[src/rtl/arc_pkg.sv]
package arc_pkg;
    typedef enum logic [1:0] {
        ACC_LOAD  = 2'd0,
        ACC_STORE = 2'd1,
        ACC_FETCH = 2'd2,
        ACC_RSVD  = 2'd3
    } acc_kind_e;

    typedef enum logic [1:0] {
        EXC_NONE  = 2'd0,
        EXC_INSTR = 2'd1,
        EXC_DATA  = 2'd2
    } exc_class_e;

    localparam int RT_RD = 0;
    localparam int RT_WR = 1;
    localparam int RT_EX = 2;
    localparam int RT_W  = 3;

    localparam int SEG_NX_BIT  = 28;
    localparam int SEG_KU_BIT  = 29;
    localparam int SEG_KS_BIT  = 30;
    localparam int PTE_REF_BIT = 8;
    localparam int PTE_CHG_BIT = 7;
    localparam int PTE_PP_LSB  = 0;

    localparam logic [31:0] ST_PROT_FETCH = 32'h0800_0000;
    localparam logic [31:0] ST_PROT_LOAD  = 32'h0800_0000;
    localparam logic [31:0] ST_PROT_STORE = 32'h0A00_0000;
endpackage

[src/rtl/arc_key_sel.sv]
module arc_key_sel #(
    parameter int KU_BIT = 29,
    parameter int KS_BIT = 30,
    parameter int NX_BIT = 28,
    parameter int SEG_W  = 32
) (
    input  logic [SEG_W-1:0] seg_word,
    input  logic             user_mode,
    output logic             prot_key,
    output logic             no_exec
);
    always_comb begin
        prot_key = user_mode ? seg_word[KU_BIT] : seg_word[KS_BIT];
        no_exec  = seg_word[NX_BIT];
    end
endmodule

[src/rtl/arc_rights_dec.sv]
module arc_rights_dec
    import arc_pkg::*;
(
    input  logic            prot_key,
    input  logic [1:0]      pp_code,
    input  logic            no_exec,
    output logic [RT_W-1:0] allowed
);
    always_comb begin
        allowed = '0;
        if (!prot_key) begin
            allowed[RT_RD] = 1'b1;
            allowed[RT_WR] = (pp_code != 2'd3);
        end else begin
            allowed[RT_RD] = (pp_code != 2'd0);
            allowed[RT_WR] = (pp_code == 2'd2);
        end
        allowed[RT_EX] = !no_exec;
    end
endmodule

[src/rtl/access_rights_check.sv]
module access_rights_check
    import arc_pkg::*;
#(
    parameter int SEG_W  = 32,
    parameter int ADDR_W = 32,
    parameter int PTE_W  = 32,
    parameter int STAT_W = 32
) (
    input  logic              clk,
    input  logic              rst_n,
    input  logic              req_valid,
    input  logic [SEG_W-1:0]  seg_word,
    input  logic              user_mode,
    input  logic [1:0]        acc_kind,
    input  logic [ADDR_W-1:0] eff_addr,
    input  logic [PTE_W-1:0]  pte_word,
    output logic              rsp_valid,
    output logic              grant,
    output logic              fault,
    output logic [1:0]        exc_class,
    output logic [STAT_W-1:0] status_code,
    output logic [ADDR_W-1:0] fault_addr,
    output logic [RT_W-1:0]   rights,
    output logic [PTE_W-1:0]  pte_new,
    output logic              wb_req
);
    localparam logic [PTE_W-1:0] REF_MASK = PTE_W'(1) << PTE_REF_BIT;
    localparam logic [PTE_W-1:0] CHG_MASK = PTE_W'(1) << PTE_CHG_BIT;

    typedef struct packed {
        logic              vld;
        logic              grant;
        logic              fault;
        logic [1:0]        cls;
        logic [STAT_W-1:0] status;
        logic [ADDR_W-1:0] faddr;
        logic [RT_W-1:0]   rights;
        logic [PTE_W-1:0]  pte;
        logic              wb;
    } rsp_t;

    rsp_t rsp_d, rsp_q;

    logic            prot_key;
    logic            no_exec;
    logic [RT_W-1:0] allowed;
    logic            seg_unused;

    assign seg_unused = ^{seg_word[SEG_W-1], seg_word[SEG_NX_BIT-1:0]};

    arc_key_sel #(
        .KU_BIT(SEG_KU_BIT),
        .KS_BIT(SEG_KS_BIT),
        .NX_BIT(SEG_NX_BIT),
        .SEG_W (SEG_W)
    ) u_key (
        .seg_word (seg_word),
        .user_mode(user_mode),
        .prot_key (prot_key),
        .no_exec  (no_exec)
    );

    arc_rights_dec u_dec (
        .prot_key(prot_key),
        .pp_code (pte_word[PTE_PP_LSB +: 2]),
        .no_exec (no_exec),
        .allowed (allowed)
    );

    always_comb begin
        logic            is_store;
        logic            is_fetch;
        logic            ok;
        logic [PTE_W-1:0] upd;

        rsp_d     = rsp_q;
        rsp_d.vld = req_valid;
        is_store  = (acc_kind == ACC_STORE);
        is_fetch  = (acc_kind == ACC_FETCH);
        ok        = is_store ? allowed[RT_WR] :
                    is_fetch ? allowed[RT_EX] : allowed[RT_RD];
        upd       = pte_word | REF_MASK | (is_store ? CHG_MASK : '0);

        if (req_valid) begin
            if (ok) begin
                rsp_d.grant  = 1'b1;
                rsp_d.fault  = 1'b0;
                rsp_d.cls    = EXC_NONE;
                rsp_d.status = '0;
                rsp_d.faddr  = '0;
                rsp_d.rights = allowed;
                if (!is_store) begin
                    rsp_d.rights[RT_WR] = 1'b0;
                end
                rsp_d.pte    = upd;
                rsp_d.wb     = (upd != pte_word);
            end else begin
                rsp_d.grant  = 1'b0;
                rsp_d.fault  = 1'b1;
                rsp_d.rights = allowed;
                rsp_d.pte    = pte_word;
                rsp_d.wb     = 1'b0;
                if (is_fetch) begin
                    rsp_d.cls    = EXC_INSTR;
                    rsp_d.status = STAT_W'(ST_PROT_FETCH);
                    rsp_d.faddr  = '0;
                end else begin
                    rsp_d.cls    = EXC_DATA;
                    rsp_d.status = is_store ? STAT_W'(ST_PROT_STORE)
                                            : STAT_W'(ST_PROT_LOAD);
                    rsp_d.faddr  = eff_addr;
                end
            end
        end
    end

    always_ff @(posedge clk) begin
        if (!rst_n) begin
            rsp_q <= '0;
        end else begin
            rsp_q <= rsp_d;
        end
    end

    assign rsp_valid   = rsp_q.vld;
    assign grant       = rsp_q.grant;
    assign fault       = rsp_q.fault;
    assign exc_class   = rsp_q.cls;
    assign status_code = rsp_q.status;
    assign fault_addr  = rsp_q.faddr;
    assign rights      = rsp_q.rights;
    assign pte_new     = rsp_q.pte;
    assign wb_req      = rsp_q.wb;
endmodule

[config.mk]
export PLATFORM = sky130hd
export DESIGN_NAME = access_rights_check
export DESIGN_NICKNAME = d
export VERILOG_FILES = /design/src/rtl/arc_pkg.sv /design/src/rtl/arc_key_sel.sv /design/src/rtl/arc_rights_dec.sv /design/src/rtl/access_rights_check.sv
export SDC_FILE = /design/constraint.sdc
export NUM_CORES = 1
export LEC_CHECK = 0
export BUFFER_PORTS_ARGS = -buffer_cell sky130_fd_sc_hd__buf_2
export CORE_UTILIZATION = 41
export DETAILED_ROUTE_END_ITERATION = 8
export PLACE_DENSITY = 0.9
export RECOVER_POWER = 25
export SYNTH_ARGS = -nofsm -noshare
export SYNTH_HDL_FRONTEND = slang
export SYNTH_SLANG_ARGS = --single-unit
[constraint.sdc]
create_clock -name clk -period 2.1 [get_ports clk]
set_clock_uncertainty 0.15 [all_clocks]
set_input_delay 0.315 -clock clk [delete_from_list [all_inputs] [get_ports clk]]
set_output_delay 0.315 -clock clk [all_outputs]
set_load 0.02 [all_outputs]
Word level (Yosys, flattened, before mapping):

Index checks and enable logic that the tools add are counted.

* bits of input ports: 102
* flip-flop bits (word level): 105
* output and inout bits: 105

* eq/ne operators: 5
* reductions and logical operators: 2
* bitwise logic cells: 1
* multiplexer cells: 9

Operator list (count)
* $mux W104: 1
* $mux W66: 1
* $ne A32 B32 Y1: 1
* $or A32 B8 Y32: 1
* $mux W26: 1
* $mux W8: 1
* $eq A2 B2 Y1 const B: 2
* $mux W1: 4
* $eq A2 B1 Y1 const B: 1
* $mux W2: 1
* $ne A2 B2 Y1 const B: 1
* $reduce_bool A2 Y1: 1
* $logic_not A1 Y1: 1

Longest topological paths before layout:

Gate-level depths: netlist of run 1.

* depth after elaboration: 5
* gate-level depth with buffers: 6
* depth with buffers taken out: 4

Hierarchy:

A second synthesis of run 1 with hierarchy kept.

* cells, all modules: 262
* area, all modules: 2950.3 sq um

Modules (own cells, without submodules)
* access_rights_check: sequential area each 1481.4 sq um, instances 1, area each 2905.3 sq um, cells each 257
* arc_key_sel: sequential area each 0.0 sq um, instances 1, area each 22.5 sq um, cells each 2
* arc_rights_dec: sequential area each 0.0 sq um, instances 1, area each 22.5 sq um, cells each 3

Least setup slack after synthesis of run 1:

No wires, ideal clock.

* path type: in2reg
* from: in user_mode
* to: reg rsp_q, in the netlist fault_addr[7]
* slack: 0.552 ns
* required time: 1.892 ns
* library setup time: 0.058 ns
* stages: 5
* arrival: 1.340 ns
* cells stage by stage: mux2i_1 mux2_4 nor3_4 buf_6 a22o_2

* word-level cells in the longest chain between the ends: 5

RTL lines
* start: declaration: line access_rights_check.sv:13 `input logic user_mode,`
* $mux W1 (*): line arc_key_sel.sv:13 `prot_key = user_mode ? seg_word[KU_BIT] : seg_word[KS_BIT];`
* $mux W2 (*): line arc_rights_dec.sv:11 `if (!prot_key) begin`
* $mux W1: line access_rights_check.sv:81 `is_fetch ? allowed[RT_EX] : allowed[RT_RD];`
* $mux W1 (*): line access_rights_check.sv:80 `ok = is_store ? allowed[RT_WR] :`
* $mux W104 (*): line access_rights_check.sv:85 `if (ok) begin`
* end signal: assignment: line access_rights_check.sv:121 `rsp_q <= rsp_d;`
* end: declaration: line access_rights_check.sv:42 `rsp_t rsp_d, rsp_q;`

Mark *: on every way between the ends. The rest lies on a longest branch, timed or not.
A chain may end at the register's enable or synchronous reset.

Worst setup path in the final report of run 1:

* from: in user_mode
* to: reg rsp_q, in the netlist fault_addr[8]

The elaborated chain is that of the path after synthesis.

==> results of run 1 <==
kinds of logic (layout without fill, tap and decap cells):
logic type      count (synthesis)  count (layout)  share of synthesized area, %
compound gates                 51              51                          15.2
buf+inv                        50             176                          11.5
other cells                     1              30                         0.130
mux                            33              33                          11.6
simple gates                   49              50                          10.3
flops                          74              74                          51.3
state kept, by name, summed over array words and instances, names as in the netlist:
| name | cells |
|---|---|
| pte_new | 32 |
| grant | 1 |
| rights | 3 |
| fault_addr | 32 |
| exc_class | 2 |
| wb_req | 1 |
| status_code | 2 |
| rsp_valid | 1 |
layout by cell type, fill, tap and decap left out, drive strengths merged:
cell type,count
nand3b,2
o41ai,2
nor2,3
nor3,3
nand2b,1
o21ai,4
o31ai,1
o221ai,1
a21o,1
nand3,1
dfxtp,74
bufinv,3
a31oi,2
a22o,33
a21oi,3
inv,4
clkbuf,14
nand4b,1
conb,30
mux2i,32
o21a,2
o211a,1
mux2,1
buf,155
a2bb2oi,1
nand2,6
nor2b,33
worst max path at each step:
| stage | start | to | depth (start not counted) |
|---|---|---|---|
| 6_report | user_mode | fault_addr[8] | 5 |
| 5_1_grt | user_mode | fault_addr[8] | 5 |
| 3_3_place_gp | user_mode | fault_addr[4] | 5 |
| 2_1_floorplan | user_mode | fault_addr[7] | 5 |
| 4_1_cts | user_mode | fault_addr[3] | 5 |
| 3_5_place_dp | user_mode | fault_addr[2] | 5 |
critical path, cell delays in order:
cell	delay, ns
sky130_fd_sc_hd__buf_2	0.10
sky130_fd_sc_hd__mux2i_1	0.13
sky130_fd_sc_hd__mux2_4	0.32
sky130_fd_sc_hd__nor3_2	0.91
sky130_fd_sc_hd__a22o_2	0.29
final cells by class:
cell class	instances	area (sq um)	area share [%]
multi-input cells	164	1200	30.9
clock buffers	11	141	3.65
inverters	3	11.3	0.291
well taps	96	120	3.10
repair buffers	158	826	21.3
flip-flops and latches	74	1480	38.2
clock inverters	4	98.8	2.55
through the flow:
stage / TNS (ns) / hold WS, ns
after detailed placement: -7.94 / 0.295
final: 0 / 0.0456
after global placement: -4.88 / 0.284
after CTS: 0 / 0.0292
after floorplan: 0 / 0.298
after global routing: 0 / 0.0377
per-layer routing:
| metal | up-vias | share of wire (%) | global-route usage [%] |
|---|---|---|---|
| met3 | 9 | 8.7 | 5.20 |
| met2 | 124 | 46 | 27.8 |
| met4 | 0 | 1.5 | 8.18 |
| li1 | 1148 | - | - |
| met1 | 1069 | 43 | 19.4 |
| met5 | - | 0 | 0 |
power by group through the flow:
stage | sequential, mW | combinational [mW] | clock (mW)
final | 1.50 | 0.478 | 1.32
after floorplan | 1.62 | 0.251 | 0
after global placement | 1.53 | 0.462 | 0
after global routing | 1.51 | 0.515 | 1.41
after CTS | 1.50 | 0.475 | 1.36
after detailed placement | 1.53 | 0.474 | 0
==> results.json, run 1 <==
{
  "run_status": "finished, final reports clean",
  "power_density_nw_per_um2": 851,
  "dp_hpwl_mm": 4.56,
  "chipWidth_um": 85.9,
  "ys_warn_count": 0,
  "clock_tree.buffer_depth": 2,
  "peakVddDrop_mv": 0.448,
  "placedInstanceArea_sq_um": 3630,
  "r2r_start": "pte_new[8]",
  "cts_tree": "yes",
  "power.clock.fraction_pct": 39.9,
  "clk-insertion-delay-late_ns": 0.33,
  "post-route-period-util_pct": 92.8,
  "postCtsHoldBufs": 0,
  "synth.largest_area_cell": "sky130_fd_sc_hd__dfxtp_1",
  "number_of_enable_flip_flop_cells_after_synthesis": 0,
  "drt.antenna.violating_nets": 0,
  "post-route-min-period_ns": 1.95,
  "floorplan.die_area_sq_um": 7380,
  "finalHoldViolCount": 0,
  "globalRoute.totalOverflow": 0,
  "grt_pass1_vias": 2166,
  "primary_ff_master_synth": "sky130_fd_sc_hd__dfxtp_1",
  "first_pass_iters": 4,
  "initial_core_util_pct": 42.5,
  "ys_seq_elements": 74,
  "placementRows": 30,
  "grt_pass1_wl_mm": 9.69,
  "yosys.area.top_type_share_pct": 51.3,
  "placeable_core_region_sq_um": 6790,
  "setup_violations": 0,
  "r2r_setup_slack_ns": 1.22,
  "finalPower_mw": 3.30,
  "synthesis.instances": 258,
  "final_cell_area_excluding_filler_cells_sq_um": 3870,
  "cts_num_sinks": 74,
  "worst_hold_path.num_cells": 2,
  "synth_top_cells_by_area": "sky130_fd_sc_hd__dfxtp_1, sky130_fd_sc_hd__mux2i_1, sky130_fd_sc_hd__buf_4",
  "relSlewSlack_pct": 18.1,
  "ctsResizeCount": 0,
  "areaGrowthSynthToFinish_pct": 34.2,
  "power.sequential.fraction_pct": 45.6,
  "avgRoutedWirePerCell_um": 12.8,
  "timing.reg2reg.worst_path_depth": 2,
  "required_time_of_the_worst_setup_path_ns": 2.23,
  "worstSetupPathType": "in -> reg",
  "dp_cells": 494,
  "synth_most_common_cell": "sky130_fd_sc_hd__dfxtp_1",
  "num-nets-final": 512,
  "clock_buffer_count_from_cts": 9,
  "avgSynthCellArea_sq_um": 11.2,
  "critical_path.reg2reg.endpoint": "pte_new[8]",
  "holdCritStartpoint": "eff_addr[0]",
  "crit_fanout": 16,
  "worst_setup_path_start_kind": "input pin",
  "pre_cts_slack_ns": -0.262,
  "syn_area_sq_um": 2890,
  "power.static_leakage_nw": 2.02,
  "clkTransAtPathRegs_ns": 0.08,
  "p_int_mw": 2.49,
  "fraction_of_power_spent_switching_nets_pct": 24.6,
  "drt_drc_violations_left": 0,
  "cap_violations": 0,
  "switching_power_mw": 0.812,
  "cp-end-kind": "flip-flop",
  "worst_slack_ns": 0.152,
  "finalWirelength_mm": 6.53,
  "post_drt_via_cell_ratio": 4.61,
  "globalplace.congestion": 0.752,
  "fill_cells": 563,
  "slew_viol_final": 0,
  "grt.total_usage_pct": 16.7,
  "grt_antenna_before_repair": 0,
  "port_buffers": 147,
  "power.share.combinational_pct": 14.5,
  "grt_start_max_net_pins": 46,
  "htree_levels": 3,
  "netlist_top_cells_count": "sky130_fd_sc_hd__dfxtp_1, sky130_fd_sc_hd__nor2b_1, sky130_fd_sc_hd__mux2i_1",
  "layoutNonFillerInstCount": 510,
  "worst_ep_arrival_time_ns": 2.08,
  "hold_path_class": "in -> reg",
  "yosysUniqueCellTypes": 31,
  "post_cts.repair.setup_buffers": 0,
  "unrepaired_setup_endpoints_after_global_routing": "no",
  "min_to": "fault_addr[0]",
  "die_height_um": 85.9,
  "async_flop_share_pct": 0,
  "route.vias.total": 2350,
  "transition_time_at_the_pin_with_the_least_slew_margin_ns": 1.23,
  "boundary_pins": 207,
  "final_layout_size_suffix_gt1_share_pct": 46.1,
  "first_iter_violations": 51,
  "max_clock_freq_mhz": 513,
  "cts_root_buf": "sky130_fd_sc_hd__clkbuf_8",
  "synth_seq_area_share_pct": 51.3,
  "antenna_cells": 0,
  "final_core_util_pct": 57.0
}
No activity file was read; power rests on OpenSTA's default activity.
==> run 2: changes to the inputs <==
==> constraint.sdc (replaced) <==
create_clock -name clk -period 2.2 [get_ports clk]
set_clock_uncertainty 0.15 [all_clocks]
set_input_delay 0.33 -clock clk [delete_from_list [all_inputs] [get_ports clk]]
set_output_delay 0.33 -clock clk [all_outputs]
set_load 0.02 [all_outputs]
==> results.json, run 2 (synthesis gave the netlist of run 1 again) <==
{
  "run_status": "finished, final reports clean",
  "final_layout_size_suffix_gt1_share_pct": 45.5,
  "globalplace.congestion": 0.748,
  "hold_path_class": "in -> reg",
  "finalHoldViolCount": 0,
  "placementRows": 30,
  "layout.cells.most_common_list": "sky130_fd_sc_hd__buf_2, sky130_fd_sc_hd__dfxtp_1, sky130_fd_sc_hd__nor2b_1, sky130_fd_sc_hd__mux2i_1, sky130_fd_sc_hd__conb_1",
  "boundary_pins": 207,
  "transition_time_at_the_pin_with_the_least_slew_margin_ns": 1.21,
  "route.vias.total": 2306,
  "worst_ep_arrival_time_ns": 2.12,
  "finalWirelength_mm": 6.24,
  "required_time_of_the_worst_setup_path_ns": 2.32,
  "first_pass_iters": 4,
  "power_density_nw_per_um2": 774,
  "post_drt_via_cell_ratio": 4.57,
  "wl_met1_mm": 2.66,
  "drt_drc_violations_left": 0,
  "initial_core_util_pct": 42.5,
  "cts_tree": "yes",
  "top_signal_layer_used": "met4",
  "grt.total_usage_pct": 16.8,
  "met3RoutedLength_um": 618,
  "slew_viol_final": 0,
  "dp_hpwl_mm": 4.54,
  "clock_buffer_count_from_cts": 9,
  "critical_path.reg2reg.endpoint": "pte_new[8]",
  "cp-end-kind": "flip-flop",
  "cts_num_sinks": 74,
  "r2r_setup_slack_ns": 1.32,
  "worstSetupStartpoint": "user_mode",
  "clkTransAtPathRegs_ns": 0.08,
  "grt_pass1_wl_mm": 9.57,
  "avgRoutedWirePerCell_um": 12.4,
  "post-route-min-period_ns": 2.00,
  "num-nets-final": 506,
  "areaGrowthSynthToFinish_pct": 30.8,
  "postCtsHoldBufs": 0,
  "grt_start_max_net_pins": 46,
  "worst_setup_path_start_kind": "input pin",
  "hold-worst-slack_ns": 0.0560,
  "post-route-period-util_pct": 90.9,
  "drt.antenna.violating_nets": 0,
  "globalRoute.totalOverflow": 0,
  "first_iter_violations": 55,
  "htree_levels": 3,
  "grt_pass1_vias": 2091,
  "clk-insertion-delay-late_ns": 0.33,
  "floorplan.die_area_sq_um": 7380,
  "post_cts.repair.setup_buffers": 0,
  "placeable_core_region_sq_um": 6790,
  "timing.reg2reg.worst_path_depth": 2,
  "worstSetupPathType": "in -> reg",
  "power.static_leakage_nw": 1.96,
  "unrepaired_setup_endpoints_after_global_routing": "no",
  "crit_end": "fault_addr[7]",
  "max_clock_freq_mhz": 500,
  "ctsResizeCount": 0,
  "r2r_start": "pte_new[8]",
  "mostFrequentLayoutCell": "sky130_fd_sc_hd__buf_2",
  "pre_cts_slack_ns": -0.178,
  "relSlewSlack_pct": 19.3,
  "setup_violations": 0,
  "wl_met2_mm": 2.87,
  "die_height_um": 85.9,
  "cts_root_buf": "sky130_fd_sc_hd__clkbuf_8",
  "antenna_cells": 0,
  "clock_tree.buffer_depth": 2,
  "chipWidth_um": 85.9,
  "peakVddDrop_mv": 0.503,
  "worst_slack_ns": 0.199,
  "crit_fanout": 33,
  "cap_violations": 0,
  "finalPower_mw": 2.92,
  "port_buffers": 147,
  "grt_antenna_before_repair": 0
}
run 2: changes by cell type in the layout (fill, tap and decap cells not counted), sizes merged:
| cell | before | now |
|---|---|---|
| nor3 | 3 | 2 |
| buf | 155 | 150 |
| bufinv | 3 | 1 |
| clkinvlp | 0 | 3 |
run 2: layout make-up:
class,instances,area (sq um)
Clock buffer,11,141
Timing Repair Buffer,153,776
Inverter,3,11.3
Tap cell,96,120
Sequential cell,74,1480
Multi-Input combinational cell,163,1190
Clock inverter,5,61.3
Fill cell,577,3020
run 2: through the flow:
stage                     instances  util, %  TNS, ns  cell area (sq um)
final                           505     55.6        0               3780
after global routing            505     55.6        0               3780
after CTS                       505     55.7        0               3780
after detailed placement        489     52.7    -5.11               3580
after global placement          489     52.7    -3.69               3580
after floorplan                 287        -        0               3000
run 2: power breakdown:
group / internal [mW] / total [mW] / switching [mW]
Combinational: 0.176 / 0.440 / 0.264
Clock: 0.559 / 1.05 / 0.491
Sequential: 1.40 / 1.43 / 0.0312
Total: 2.14 / 2.92 / 0.786
run 2: layer usage:
metal  up-vias  track usage [%]
li1       1137                -
met1      1037             19.4
met2       123             27.5
met3         9             6.26
met4         0             7.73
met5         -                0
run 2: critical path, stage by stage:
cell and delay (ns):
sky130_fd_sc_hd__buf_2 0.10, sky130_fd_sc_hd__mux2i_1 0.14, sky130_fd_sc_hd__mux2_4 0.30, sky130_fd_sc_hd__nor3_4 0.94, sky130_fd_sc_hd__a22o_2 0.30
run 2: how the worst min path moves through the flow:
stage | start | to | slack (ns) | depth (start not counted)
floorplan | eff_addr[10] | fault_addr[10] | 0.31 | 1
global placement | status_code[25] | status_code[25] | 0.28 | 2
detailed placement | exc_class[1] | exc_class[1] | 0.29 | 1
CTS | eff_addr[31] | fault_addr[31] | 0.04 | 2
global route | eff_addr[31] | fault_addr[31] | 0.05 | 2
finish | eff_addr[31] | fault_addr[31] | 0.06 | 2
